<file path="src/rtl/rxbd_pkg.sv">
// Shared definitions for the receive descriptor engine.
// Assumes the descriptor flag layout given in the brief.
package rxbd_pkg;
    typedef enum logic [2:0] {
        ST_IDLE,   // waiting for a frame or an activate strobe
        ST_SKIP,   // dropping a frame while inactive
        ST_RD0,    // reading descriptor flags/length word
        ST_RD1,    // reading descriptor buffer pointer
        ST_DATA,   // storing payload and check bytes
        ST_WB,     // writing back flags and length
        ST_FLUSH,  // discarding the rest of a frame
        ST_CHK     // re-checking the current descriptor
    } rxbd_state_e;

    localparam int BIT_EMPTY  = 15;
    localparam int BIT_WRAP   = 13;
    localparam int BIT_LAST   = 11;
    localparam int BIT_LENERR = 5;
    localparam int BIT_TRUNC  = 0;
    localparam int DESC_STRIDE = 8;
    localparam int PTR_OFFSET  = 4;
    localparam logic [31:0] CRC_POLY = 32'hEDB88320;
endpackage

</file>
<file path="src/rtl/rxbd_crc.sv">
// Byte-serial CRC-32 accumulator (reflected form).
// Assumes one byte per step; clear restarts at all ones.
module rxbd_crc
    import rxbd_pkg::*;
(
    input  logic        clk,
    input  logic        rst_n,
    input  logic        clear,
    input  logic        step,
    input  logic [7:0]  din,
    output logic [31:0] crc_next
);
    logic [31:0] crc_q;

    // Next CRC value after folding in one byte.
    always_comb begin
        crc_next = crc_q ^ {24'b0, din};
        for (int k = 0; k < 8; k++) begin
            crc_next = crc_next[0] ? ((crc_next >> 1) ^ CRC_POLY) : (crc_next >> 1);
        end
    end

    // Accumulator register.
    always_ff @(posedge clk) begin
        if (!rst_n)     crc_q <= '1;
        else if (clear) crc_q <= '1;
        else if (step)  crc_q <= crc_next;
    end
endmodule

</file>
<file path="src/rtl/rxbd_ring_ptr.sv">
// Current descriptor address of the ring.
// Assumes advance and load are not needed in the same cycle; load wins.
module rxbd_ring_ptr
    import rxbd_pkg::*;
#(
    parameter int AW = 32
) (
    input  logic          clk,
    input  logic          rst_n,
    input  logic          load,
    input  logic [AW-1:0] base,
    input  logic          advance,
    input  logic          wrap,
    output logic [AW-1:0] cur
);
    // Pointer update: reload, wrap to start, or step one descriptor.
    always_ff @(posedge clk) begin
        if (!rst_n)       cur <= '0;
        else if (load)    cur <= base;
        else if (advance) cur <= wrap ? base : cur + AW'(DESC_STRIDE);
    end
endmodule

</file>
<file path="src/rtl/rxbd_engine.sv">
// Receive descriptor scatter engine: stores a byte stream plus CRC into
// a ring of buffer descriptors. Assumes memory accesses complete in the
// requesting cycle and a buffer size of at least 16 bytes.
module rxbd_engine
    import rxbd_pkg::*;
#(
    parameter int AW        = 32,
    parameter int BSW       = 11,
    parameter int MAX_FRAME = 2032
) (
    input  logic           clk,
    input  logic           rst_n,
    input  logic           in_valid,
    input  logic [7:0]     in_data,
    input  logic           in_last,
    output logic           in_ready,
    output logic           mem_req,
    output logic           mem_we,
    output logic           mem_word,
    output logic [AW-1:0]  mem_addr,
    output logic [31:0]    mem_wdata,
    input  logic [31:0]    mem_rdata,
    input  logic           cfg_enable,
    input  logic [AW-1:0]  cfg_ring_base,
    input  logic           cfg_ring_load,
    input  logic [BSW-1:0] cfg_buf_size,
    input  logic [15:0]    cfg_max_len,
    input  logic           act_wr,
    output logic           rx_active,
    output logic           ev_frame,
    output logic           ev_buffer
);
    localparam int CW = $clog2(MAX_FRAME + 1);
    localparam logic [CW-1:0] PAY_MAX = CW'(MAX_FRAME - 4);

    rxbd_state_e    state;
    logic [BSW-1:0] cnt;
    logic [CW-1:0]  stored;
    logic           trunc, pay_done, fin_q;
    logic [1:0]     crc_idx;
    logic [31:0]    fcs, crc_next;
    logic [15:0]    flags_q, flags_new;
    logic [AW-1:0]  bufptr, cur;
    logic [BSW-1:0] bufsz;
    logic           take, room, wr_pay, wr_crc, wr_byte, final_byte, buf_full;
    logic           act_go, lg;
    logic [7:0]     byte_val;
    logic           unused_low;

    assign bufsz      = {cfg_buf_size[BSW-1:4], 4'b0};
    assign unused_low = ^cfg_buf_size[3:0];

    rxbd_crc u_crc (
        .clk      (clk),
        .rst_n    (rst_n),
        .clear    (state == ST_IDLE),
        .step     (take),
        .din      (in_data),
        .crc_next (crc_next)
    );

    rxbd_ring_ptr #(.AW(AW)) u_ptr (
        .clk     (clk),
        .rst_n   (rst_n),
        .load    (cfg_ring_load),
        .base    (cfg_ring_base),
        .advance (state == ST_WB),
        .wrap    (flags_q[BIT_WRAP]),
        .cur     (cur)
    );

    // Byte path decisions and write-back status word.
    always_comb begin
        take       = (state == ST_DATA) && !pay_done && in_valid;
        room       = stored < PAY_MAX;
        wr_pay     = take && room;
        wr_crc     = (state == ST_DATA) && pay_done;
        wr_byte    = wr_pay || wr_crc;
        final_byte = wr_crc && (crc_idx == 2'd3);
        buf_full   = (cnt + BSW'(1)) == bufsz;
        byte_val   = wr_crc ? fcs[8*crc_idx +: 8] : in_data;
        lg         = trunc || (32'(stored) > 32'(cfg_max_len));
        act_go     = act_wr && cfg_enable && !rx_active;
        flags_new  = flags_q;
        flags_new[BIT_EMPTY] = 1'b0;
        if (fin_q) begin
            flags_new[BIT_LAST] = 1'b1;
            if (trunc) flags_new[BIT_TRUNC]  = 1'b1;
            if (lg)    flags_new[BIT_LENERR] = 1'b1;
        end
    end

    // Memory port, input handshake and event pulses.
    always_comb begin
        mem_req   = 1'b0;
        mem_we    = 1'b0;
        mem_word  = 1'b1;
        mem_addr  = cur;
        mem_wdata = '0;
        in_ready  = 1'b0;
        case (state)
            ST_IDLE:  in_ready = !rx_active && !act_go;
            ST_SKIP, ST_FLUSH: in_ready = 1'b1;
            ST_RD0, ST_CHK: mem_req = 1'b1;
            ST_RD1: begin
                mem_req  = 1'b1;
                mem_addr = cur + AW'(PTR_OFFSET);
            end
            ST_DATA: begin
                in_ready  = !pay_done;
                mem_req   = wr_byte;
                mem_we    = 1'b1;
                mem_word  = 1'b0;
                mem_addr  = bufptr + AW'(cnt);
                mem_wdata = {24'b0, byte_val};
            end
            ST_WB: begin
                mem_req   = 1'b1;
                mem_we    = 1'b1;
                mem_wdata = {flags_new, 16'(cnt)};
            end
            default: ;
        endcase
        ev_frame  = (state == ST_WB) && fin_q;
        ev_buffer = (state == ST_WB) && !fin_q;
    end

    // Control sequence and frame bookkeeping.
    always_ff @(posedge clk) begin
        if (!rst_n) begin
            state <= ST_IDLE;  cnt <= '0;  stored <= '0;  trunc <= 1'b0;
            pay_done <= 1'b0;  fin_q <= 1'b0;  crc_idx <= '0;  fcs <= '0;
            flags_q <= '0;  bufptr <= '0;  rx_active <= 1'b0;
        end else begin
            case (state)
                ST_IDLE: begin
                    if (act_go) state <= ST_CHK;
                    else if (in_valid) begin
                        if (rx_active) begin
                            stored <= '0;  trunc <= 1'b0;  pay_done <= 1'b0;
                            fin_q <= 1'b0;  crc_idx <= '0;  state <= ST_RD0;
                        end else if (!in_last) state <= ST_SKIP;
                    end
                end
                ST_SKIP:  if (in_valid && in_last) state <= ST_IDLE;
                ST_RD0: begin
                    if (mem_rdata[16+BIT_EMPTY]) begin
                        flags_q <= mem_rdata[31:16];
                        state   <= ST_RD1;
                    end else if (pay_done) begin
                        rx_active <= 1'b0;
                        state     <= ST_IDLE;
                    end else state <= ST_FLUSH;
                end
                ST_RD1: begin
                    bufptr <= mem_rdata[AW-1:0];
                    cnt    <= '0;
                    state  <= ST_DATA;
                end
                ST_DATA: begin
                    if (take) begin
                        if (in_last) begin
                            pay_done <= 1'b1;
                            fcs      <= ~crc_next;
                        end
                        if (!room) trunc <= 1'b1;
                    end
                    if (wr_byte) begin
                        cnt    <= cnt + BSW'(1);
                        stored <= stored + CW'(1);
                        if (wr_crc) crc_idx <= crc_idx + 2'd1;
                        if (final_byte) fin_q <= 1'b1;
                        if (final_byte || buf_full) state <= ST_WB;
                    end
                end
                ST_WB:    state <= fin_q ? ST_CHK : ST_RD0;
                ST_FLUSH: if (in_valid && in_last) state <= ST_CHK;
                ST_CHK: begin
                    rx_active <= mem_rdata[16+BIT_EMPTY];
                    state     <= ST_IDLE;
                end
                default:  state <= ST_IDLE;
            endcase
            if (!cfg_enable) rx_active <= 1'b0;
        end
    end
endmodule

</file>
<file path="config.mk">
export PLATFORM = sky130hd
export DESIGN_NAME = rxbd_engine
export DESIGN_NICKNAME = d
export VERILOG_FILES = /design/src/rtl/rxbd_pkg.sv /design/src/rtl/rxbd_crc.sv /design/src/rtl/rxbd_ring_ptr.sv /design/src/rtl/rxbd_engine.sv
export SDC_FILE = /design/constraint.sdc
export NUM_CORES = 1
export LEC_CHECK = 0
export BUFFER_PORTS_ARGS = -buffer_cell sky130_fd_sc_hd__clkbuf_2
export CORE_ASPECT_RATIO = 2
export CORE_UTILIZATION = 25
export CTS_BUF_LIST = sky130_fd_sc_hd__clkbuf_2 sky130_fd_sc_hd__clkbuf_4 sky130_fd_sc_hd__clkbuf_8
export DETAILED_ROUTE_END_ITERATION = 7
export GPL_ROUTABILITY_DRIVEN = 0
export PLACE_DENSITY_LB_ADDON = 0.08
export SETUP_SLACK_MARGIN = 0.1
export SKIP_LAST_GASP = 1
export SLEW_MARGIN = 5
export SYNTH_ARGS = -nofsm -noshare
export SYNTH_HDL_FRONTEND = slang
export SYNTH_HIERARCHICAL = 1
export SYNTH_SLANG_ARGS = --single-unit
</file>
<file path="constraint.sdc">
create_clock -name clk -period 2.5 [get_ports clk]
set_clock_uncertainty 0.1 [all_clocks]
set_input_delay 0 -clock clk [delete_from_list [all_inputs] [get_ports clk]]
set_output_delay 0 -clock clk [all_outputs]
set_load 0.03 [all_outputs]
</file>
# --- Yosys cells after proc, flatten, opt, wreduce, memory -nomap -nowiden ---
# Index checks and enable logic that the tools add are counted.
classes:
  add_sub_neg: 6
  n_lt_le_gt_ge: 2
  eq_ne: 25
  n_shift: 1
  n_mux: 63
  n_bitwise: 11
  reduce_logical: 38
ops:
  columns: ["operator", "n"]
  rows:
  - ["2-to-1 mux 32 bit", 11]
  - ["inverter 13 -> 14 bit", 8]
  - ["case mux 32 bit (2 select lines)", 1]
  - ["case mux 31 bit (2 select lines)", 1]
  - ["2-to-1 mux 11 bit", 5]
  - ["case mux 11 bit (2 select lines)", 2]
  - ["2-to-1 mux 3 bit", 11]
  - ["adder 32 x 11 -> 32 bit", 1]
  - ["adder 32 x 3 -> 32 bit (second input constant)", 1]
  - ["adder 32 x 4 -> 32 bit (second input constant)", 1]
  - ["inverter 32 bit", 1]
  - ["indexed part select 32 x 6 -> 8 bit", 1]
  - ["bitwise XOR 32 x 8 -> 32 bit", 1]
  - ["AND reduction 6 bit", 5]
  - ["inequality test 2 bit (second input constant)", 13]
  - ["case mux 3 bit (8 select lines)", 1]
  - ["adder 11 x 1 -> 11 bit (second input constant)", 2]
  - ["2-to-1 mux 1 bit", 18]
  - ["> comparator 11 x 16 -> 1 bit", 1]
  - ["equality test 3 bit (second input constant)", 4]
  - ["equality test 11 bit", 1]
  - ["logical AND 1 bit", 11]
  - ["< comparator 11 bit (second input constant)", 1]
  - ["2-to-1 mux 2 bit", 5]
  - ["21 further kinds", 39]
word_totals:
  ff_bits: 174
  in_bits: 106
  output_inout_bits: 71
  wordCells: 159

# --- Longest topological paths before layout ---
# Gate-level depths: netlist (run 1).
logic_depth:
  depth_word: 18
  mapped_depth: 9
  depth_no_buf: 8

# --- By module ---
# Netlist (run 1), hierarchy kept.
by_module_without_submodules:
  columns: ["module", "n_inst", "cells_each", "area_each_um2", "seq_area_each_um2"]
  rows:
  - ["rxbd_engine", 1, 966, 7584.8, 2202.1]
  - ["rxbd_ring_ptr", 1, 264, 2070.7, 640.6]
  - ["rxbd_crc", 1, 203, 1949.4, 640.6]

# --- Worst setup path before layout (run 1) ---
# OpenSTA, ideal clock, no wires.
synth_timing:
  path_kind: "register to output"
  from: "register cnt[0]"
  to: "output mem_addr[8]"
  t_arrival_ns: 2.556
  t_required_ns: 2.400
  slack_ns: -0.156
  path_stages_with_launch: 9
  cell_sequence: "dfxtp_1 -> ha_1 -> fa_1 -> a21o_1 -> nand4_1 -> a21boi_0 -> o21ai_0 -> mux2_2 -> o21ai_0"
synth_between:
  elab_chain_len: 2
synth_lines:
  columns: ["element", "line_no", "text"]
  rows:
  - ["start, declared", "rxbd_engine.sv:37", "logic [BSW-1:0] cnt;"]
  - ["start signal, assigned", "rxbd_engine.sv:169", "cnt <= cnt + BSW'(1);"]
  - ["adder 32 x 11 -> 32 bit", "rxbd_engine.sv:114", "mem_addr = bufptr + AW'(cnt);"]
  - ["case mux 32 bit (2 select lines)", "rxbd_engine.sv:101", "case (state)"]
  - ["end, declared", "rxbd_engine.sv:20", "output logic [AW-1:0] mem_addr,"]
# No other way between the ends.

# --- Worst setup path in the final report (run 1) ---
layout_timing:
  from: "register bufptr[0]"
  to: "output mem_addr[18]"
layout_between:
  elab_chain_len: 2
layout_lines:
  columns: ["element", "line_no", "text"]
  rows:
  - ["start, declared", "rxbd_engine.sv:43", "logic [AW-1:0] bufptr, cur;"]
  - ["start signal, assigned", "rxbd_engine.sv:156", "bufptr <= mem_rdata[AW-1:0];"]
  - ["adder 32 x 11 -> 32 bit", "rxbd_engine.sv:114", null]
  - ["case mux 32 bit (2 select lines)", "rxbd_engine.sv:101", null]
# No other way between the ends.

==> results.sh, run 1 <==
export IMPL_startpoint_type="register"
export IMPL_placed_area_mm2=0.0140
export IMPL_synthArstFlopShare=0
export IMPL_max_stage_delay_ns=0.37
export IMPL_reg2reg_slack_ns=0.19
export IMPL_synth_edff_count=0
export IMPL_drc=0
export IMPL_synthCells=1433
export IMPL_start_util=0.253
export IMPL_final_common_cell="nand2_1"
export IMPL_crit_arrival_ns=2.77
export IMPL_r2r_start="cnt[1]"
export IMPL_finalMaxSlewViolations=0
export IMPL_drive_above_1_share=0.311
export IMPL_worstMarginPinSlew_ns=0.616
export IMPL_area_delta_synth_final_pct=41.4
export IMPL_rsz0062_at_grt="yes"
export IMPL_finalPower_mw=8.84
export IMPL_slew_headroom=0.589
export IMPL_fin_crit_sh=1.15
export IMPL_synth_seq_cells=174
export IMPL_tritoncts="yes"
export IMPL_cts_max_path_buffers=2
export IMPL_grt_pass1_wl_um=72400
export IMPL_ctsRootBufferMaster="clkbuf_8"
export IMPL_grt_pass1_vias=12100
export IMPL_grt_overflow=0
export IMPL_hold_start="cfg_buf_size[6]"
export IMPL_ios=177
export IMPL_p_leak_nw=6.66
export IMPL_setup_violations_final=25
export IMPL_design_area_mm2=0.0164
export IMPL_nets=1916
export IMPL_finalCriticalPeriod_ns=2.87
export IMPL_grt_max_degree=73
export IMPL_yosysSeqAreaShare=0.300
export IMPL_htree_levels=4
export IMPL_crit_family="compound AO/OA/AOI/OAI gates"
export IMPL_yosys_cell_types_count=101
export IMPL_outcome="complete, but fails checks"
export IMPL_fmax_ghz=0.349
export IMPL_finalHoldViolCount=0
export IMPL_cts_buffers=17
export IMPL_crit_type="reg2out"
export IMPL_die_w_um=154
export IMPL_violations="setup timing"
export IMPL_first_iter_violations=398
export IMPL_path_cells="ha_4 > fa_2 > a21o_1 > nand4_1 > a21o_4 > buf_12 > a2111oi_4 > xnor2_1 > o21ai_2 > clkbuf_8"
export IMPL_maxCapViolCount=0
export IMPL_setup_slack_ns=-0.369
export IMPL_ant_nets=0
export IMPL_dr_pass1_iters=5
export IMPL_endpoint_kind="output port"
export IMPL_final_cell_mix="nand2_1, buf_4, dfxtp_1"
export IMPL_final_util=0.358
export IMPL_place_hpwl_um=37500
export IMPL_rows=111
export IMPL_whs_ns=0.0185
export IMPL_clock_sinks=174
export IMPL_nFillCells=4836
export IMPL_ys_dominant_reg_cell="dfxtp_1"
export IMPL_vias=11900
export IMPL_die_y_um=307
export IMPL_path_clk_slew_ns=0.10
export IMPL_seqCellArea_mm2=0.00353
export IMPL_worstPathRequired_ns=2.40
export IMPL_yosys_warnings=6
export IMPL_numPortBuffers=166
export IMPL_multiInputGateArea_mm2=0.00829
export IMPL_routed_wl_um=49000
export IMPL_die_area_mm2=0.0473
export IMPL_core_mm2=0.0458
export IMPL_hold_class="in2reg"
export IMPL_via_per_inst=5.03
export IMPL_wl_per_cell_um=20.7
export IMPL_track_usage=0.205
export IMPL_slowest_stage="dfxtp_2"
export IMPL_critPathLaunch="bufptr[0]"
export IMPL_syn_cell_area_mm2=0.0116
export IMPL_path_buf_inv=2
export IMPL_power_density_mw_per_mm2=538
export IMPL_antenna_found_initial=1
export IMPL_cp_max_fo=6
export IMPL_syn_area_per_cell_um2=8.10
export IMPL_tns_ns=-6.54
export IMPL_vdd_drop_max_v=0.000316
export IMPL_clkLatencyLatePin_ns=0.51
state kept, by name, indices dropped and copies added (netlist names):
register	cells
flags_q	15
pay_done	1
fcs	32
u_crc/crc_q	32
bufptr	32
crc_idx	2
rx_active	1
cnt	11
trunc	1
state	3
stored	11
fin_q	1
u_ptr/cur	32
path summary, 6_finish.rpt:
path / cells past startpoint / to
hold reg to reg: 2 / flags_q[7]
setup reg to reg: 9 / state[0]
hold / removal: 4 / state[0]
setup / recovery: 10 / mem_addr[18]
cell type report:
class                   instances  share of cell area
clock buffers                  18              0.0147
repair buffers                413               0.203
diodes                          1            0.000152
well taps                     565              0.0431
multi-input cells            1142               0.505
clock inverters                14              0.0105
inverters                      34             0.00793
flip-flops and latches        174               0.215
worst min-delay path, stage by stage:
cell      delay, ns
clkbuf_2       0.12
xnor2_1        0.09
a21oi_1        0.27
o31ai_2        0.12
Yosys cell counts (6+ instances only):
| cell | instances | area, um^2 |
|---|---|---|
| o221ai_1 | 13 | 114 |
| a22oi_1 | 7 | 52.6 |
| buf_1 | 6 | 22.5 |
| o21ai_0 | 65 | 325 |
| a22o_1 | 6 | 52.6 |
| ha_1 | 27 | 338 |
| dfxtp_1 | 174 | 3480 |
| o21ai_1 | 6 | 30.0 |
| a21o_1 | 9 | 67.6 |
| nand2_1 | 233 | 875 |
| nor2b_1 | 12 | 75.1 |
| or3_1 | 7 | 43.8 |
| and3_1 | 34 | 213 |
| o22ai_1 | 7 | 43.8 |
| buf_4 | 8 | 60.1 |
| a221o_1 | 6 | 60.1 |
| a211oi_1 | 15 | 113 |
| a21boi_1 | 14 | 105 |
| nor4_1 | 8 | 50.1 |
| or4_1 | 7 | 52.6 |
| a31oi_1 | 13 | 81.3 |
| xnor2_1 | 70 | 613 |
| o21a_1 | 13 | 97.6 |
| nand4_1 | 31 | 194 |
| a21oi_1 | 65 | 325 |
| and4_1 | 11 | 96.3 |
| nand3_1 | 55 | 275 |
| buf_2 | 11 | 55.1 |
| mux2i_1 | 16 | 160 |
| o31ai_1 | 9 | 67.6 |
| clkbuf_1 | 59 | 221 |
| nor2_1 | 114 | 428 |
| a21boi_0 | 44 | 330 |
| o211a_1 | 34 | 340 |
| nor3_1 | 20 | 100 |
| xor2_1 | 25 | 219 |
| inv_1 | 29 | 109 |
| mux4_2 | 8 | 180 |
routing by layer:
metal,GRT usage,part of all wire,wire length (um)
met1,0.197,0.35,17300
met2,0.429,0.59,28900
met3,0.0202,0.023,1130
met4,0.0873,0.032,1570
met5,0,0,0
logic make-up after synthesis:
family / count (synthesis) / share of synthesized area
XOR/XNOR: 112 / 0.102
flip-flops: 174 / 0.300
buffers and inverters: 122 / 0.0458
multiplexers: 32 / 0.0371
adder cells (fa/ha/maj): 28 / 0.0308
other: 1 / 0.000323
AND/OR/NAND/NOR: 577 / 0.240
AO/OA/AOI/OAI: 387 / 0.244
where the power goes:
part | switching, mW | internal, mW
logic | 2.07 | 1.44
clock network | 1.28 | 0.941
registers | 0.167 | 2.95
total | 3.52 | 5.32
through the flow:
stage	instances	setup slack (ns)
2_1_floorplan	1438	0.0709
5_1_grt	2361	-0.523
4_1_cts	2353	-0.412
3_5_place_dp	2229	-0.0478
6_report	2361	-0.369
3_3_place_gp	2229	-0.0477
what timing repair did:
item / 4_1_cts / 5_1_grt
hold buffers: 76 / 0
hold endpoints to repair: 91 / 0
setup buffers: 15 / 9
gates resized for setup: 162 / 98
endpoints found under the setup margin: 35 / 82
pin swaps: 41 / 37
cloned: 1 / 1
(Power assumes the default switching activity.)
==> run 2: changes to the inputs <==
--- a/config.mk
+++ b/config.mk
@@ -11,7 +11,6 @@
 export CTS_BUF_LIST = sky130_fd_sc_hd__clkbuf_2 sky130_fd_sc_hd__clkbuf_4 sky130_fd_sc_hd__clkbuf_8
 export DETAILED_ROUTE_END_ITERATION = 7
 export GPL_ROUTABILITY_DRIVEN = 0
-export PLACE_DENSITY_LB_ADDON = 0.08
 export SETUP_SLACK_MARGIN = 0.1
 export SKIP_LAST_GASP = 1
 export SLEW_MARGIN = 5
==> results.sh, run 2 (synthesis results as in run 1) <==
export IMPL_outcome="complete, but fails checks"
export IMPL_violations="setup timing"
export IMPL_rsz0062_at_grt="yes"
export IMPL_drc=0
export IMPL_multiInputGateArea_mm2=0.00823
export IMPL_p_leak_nw=6.67
export IMPL_path_clk_slew_ns=0.11
export IMPL_grt_max_degree=69
export IMPL_vias=12400
export IMPL_die_area_mm2=0.0473
export IMPL_worstPathRequired_ns=2.40
export IMPL_finalHoldViolCount=0
export IMPL_ant_nets=0
export IMPL_cts_buffers=17
export IMPL_finalPower_mw=8.89
export IMPL_start_util=0.253
export IMPL_htree_levels=4
export IMPL_power_density_mw_per_mm2=546
export IMPL_antenna_found_initial=1
export IMPL_dr_pass1_iters=6
export IMPL_startpoint_type="register"
export IMPL_setup_violations_final=28
export IMPL_worst_r2r_cell_count=10
export IMPL_tritoncts="yes"
export IMPL_fmax_ghz=0.337
export IMPL_final_cell_mix="nand2_1, dfxtp_1, buf_4"
export IMPL_cp_max_fo=7
export IMPL_slew_headroom=0.552
export IMPL_rr_endpoint="state[0]"
export IMPL_power_internal_mw=5.31
export IMPL_grt_pass1_wl_um=68500
export IMPL_finalMaxSlewViolations=0
export IMPL_ios=177
export IMPL_endpoint_kind="output port"
export IMPL_first_iter_violations=749
export IMPL_nFillCells=4715
export IMPL_seqCellArea_mm2=0.00354
export IMPL_vdd_drop_max_v=0.000337
export IMPL_drive_above_1_share=0.298
export IMPL_cts_max_path_buffers=2
export IMPL_final_cells=2355
export IMPL_ctsRootBufferMaster="clkbuf_8"
export IMPL_p_sw_frac=0.403
export IMPL_track_usage=0.189
export IMPL_hold_class="in2reg"
export IMPL_rows=111
export IMPL_die_y_um=307
export IMPL_fin_crit_sh=1.19
export IMPL_worstMarginPinSlew_ns=0.669
export IMPL_numPortBuffers=166
export IMPL_placedCellCount=2199
export IMPL_final_common_cell="nand2_1"
export IMPL_reg2reg_slack_ns=0.03
export IMPL_clock_sinks=174
export IMPL_setup_slack_ns=-0.471
export IMPL_worstHoldEndpoint="u_crc/crc_q[11]"
export IMPL_finalCriticalPeriod_ns=2.97
export IMPL_maxCapViolCount=0
export IMPL_crit_arrival_ns=2.87
export IMPL_r2r_start="state[0]"
export IMPL_final_util=0.356
export IMPL_crit_type="reg2out"
export IMPL_pwr_share_clk=0.251
export IMPL_hold_start="in_data[3]"
export IMPL_grt_overflow=0
export IMPL_die_w_um=154
export IMPL_via_per_inst=5.27
export IMPL_grt_pass1_vias=12300
export IMPL_wl_per_cell_um=19.2
export IMPL_p_seq_frac=0.352
export IMPL_area_delta_synth_final_pct=40.5
export IMPL_critPathLaunch="cnt[0]"
export IMPL_place_hpwl_um=34100
export IMPL_switchingPower_mw=3.59
export IMPL_core_mm2=0.0458
export IMPL_hold_path_cell_count=5
export IMPL_clkLatencyLatePin_ns=0.51
export IMPL_routed_wl_um=45300
export IMPL_dp_slack_ns=-0.194
export IMPL_p_comb_frac=0.398
export IMPL_whs_ns=0.0357
export IMPL_nets=1910
==> run 2: changes by cell type in the layout (fill, tap and decap cells not counted), sizes merged <==
cell,delta
clkinvlp,-4
buf,-11
clkinv,+5
inv,+1
dlygate4sd3,+1
clkbuf,+3
bufinv,-1
==> run 2: worst max path at each step <==
stage | end | slack (ns) | depth (start not counted)
after floorplan | mem_addr[8] | 0.07 | 8
after global placement | mem_addr[21] | -0.17 | 9
after detailed placement | mem_addr[21] | -0.19 | 9
after CTS | mem_addr[22] | -0.48 | 10
after global routing | mem_addr[22] | -0.60 | 10
final | mem_addr[22] | -0.47 | 10
==> run 2: power by group through the flow <==
stage	combinational, mW	sequential [mW]	clock, mW
global placement	2.95	3.16	0
finish	3.54	3.13	2.23
detailed placement	2.97	3.17	0
CTS	3.38	3.12	2.29
global route	3.77	3.15	2.40
floorplan	1.89	3.15	0
==> run 2: layer usage <==
layer / vias to the layer above / routed length [um] / track usage
met5: - / 0 / 0
met4: 0 / 2270 / 0.108
met3: 129 / 1840 / 0.0231
met2: 419 / 25500 / 0.374
met1: 6002 / 15700 / 0.184
li1: 5869 / - / -
==> run 2: cell type report <==
class	instances	area share
inverter	34	0.00798
timing repair buffer	407	0.199
clock buffer	17	0.0144
clock inverter	15	0.0129
tap	565	0.0434
multi-input combinational	1142	0.505
antenna	1	0.000154
sequential	174	0.217
==> run 2: what timing repair did <==
action / in CTS / in global routing
gates resized for setup: 151 / 82
endpoints found under the hold margin: 86 / 0
hold buffers: 77 / 0
setup buffers: 26 / 24
cloned: 1 / 0
pin swaps: 41 / 43
endpoints found under the setup margin: 41 / 44
==> run 2: per-stage QoR <==
| stage | cell area (um^2) | setup TNS [ns] |
|---|---|---|
| 3_5_place_dp | 13800 | -1.29 |
| 4_1_cts | 15800 | -10.28 |
| 2_1_floorplan | 11700 | 0 |
| 3_3_place_gp | 13800 | -1.05 |
| 6_report | 16300 | -9.09 |
| 5_1_grt | 16300 | -12.28 |
==> run 2: worst max-delay path: stages (launching register included) <==
cell and delay (ns):
dfxtp_2 0.37, ha_4 0.14, fa_2 0.20, a21o_1 0.13, nand4_1 0.17, a21o_2 0.32, buf_12 0.16, a2111oi_4 0.29
xnor2_1 0.12, a21oi_2 0.24, clkbuf_8 0.20
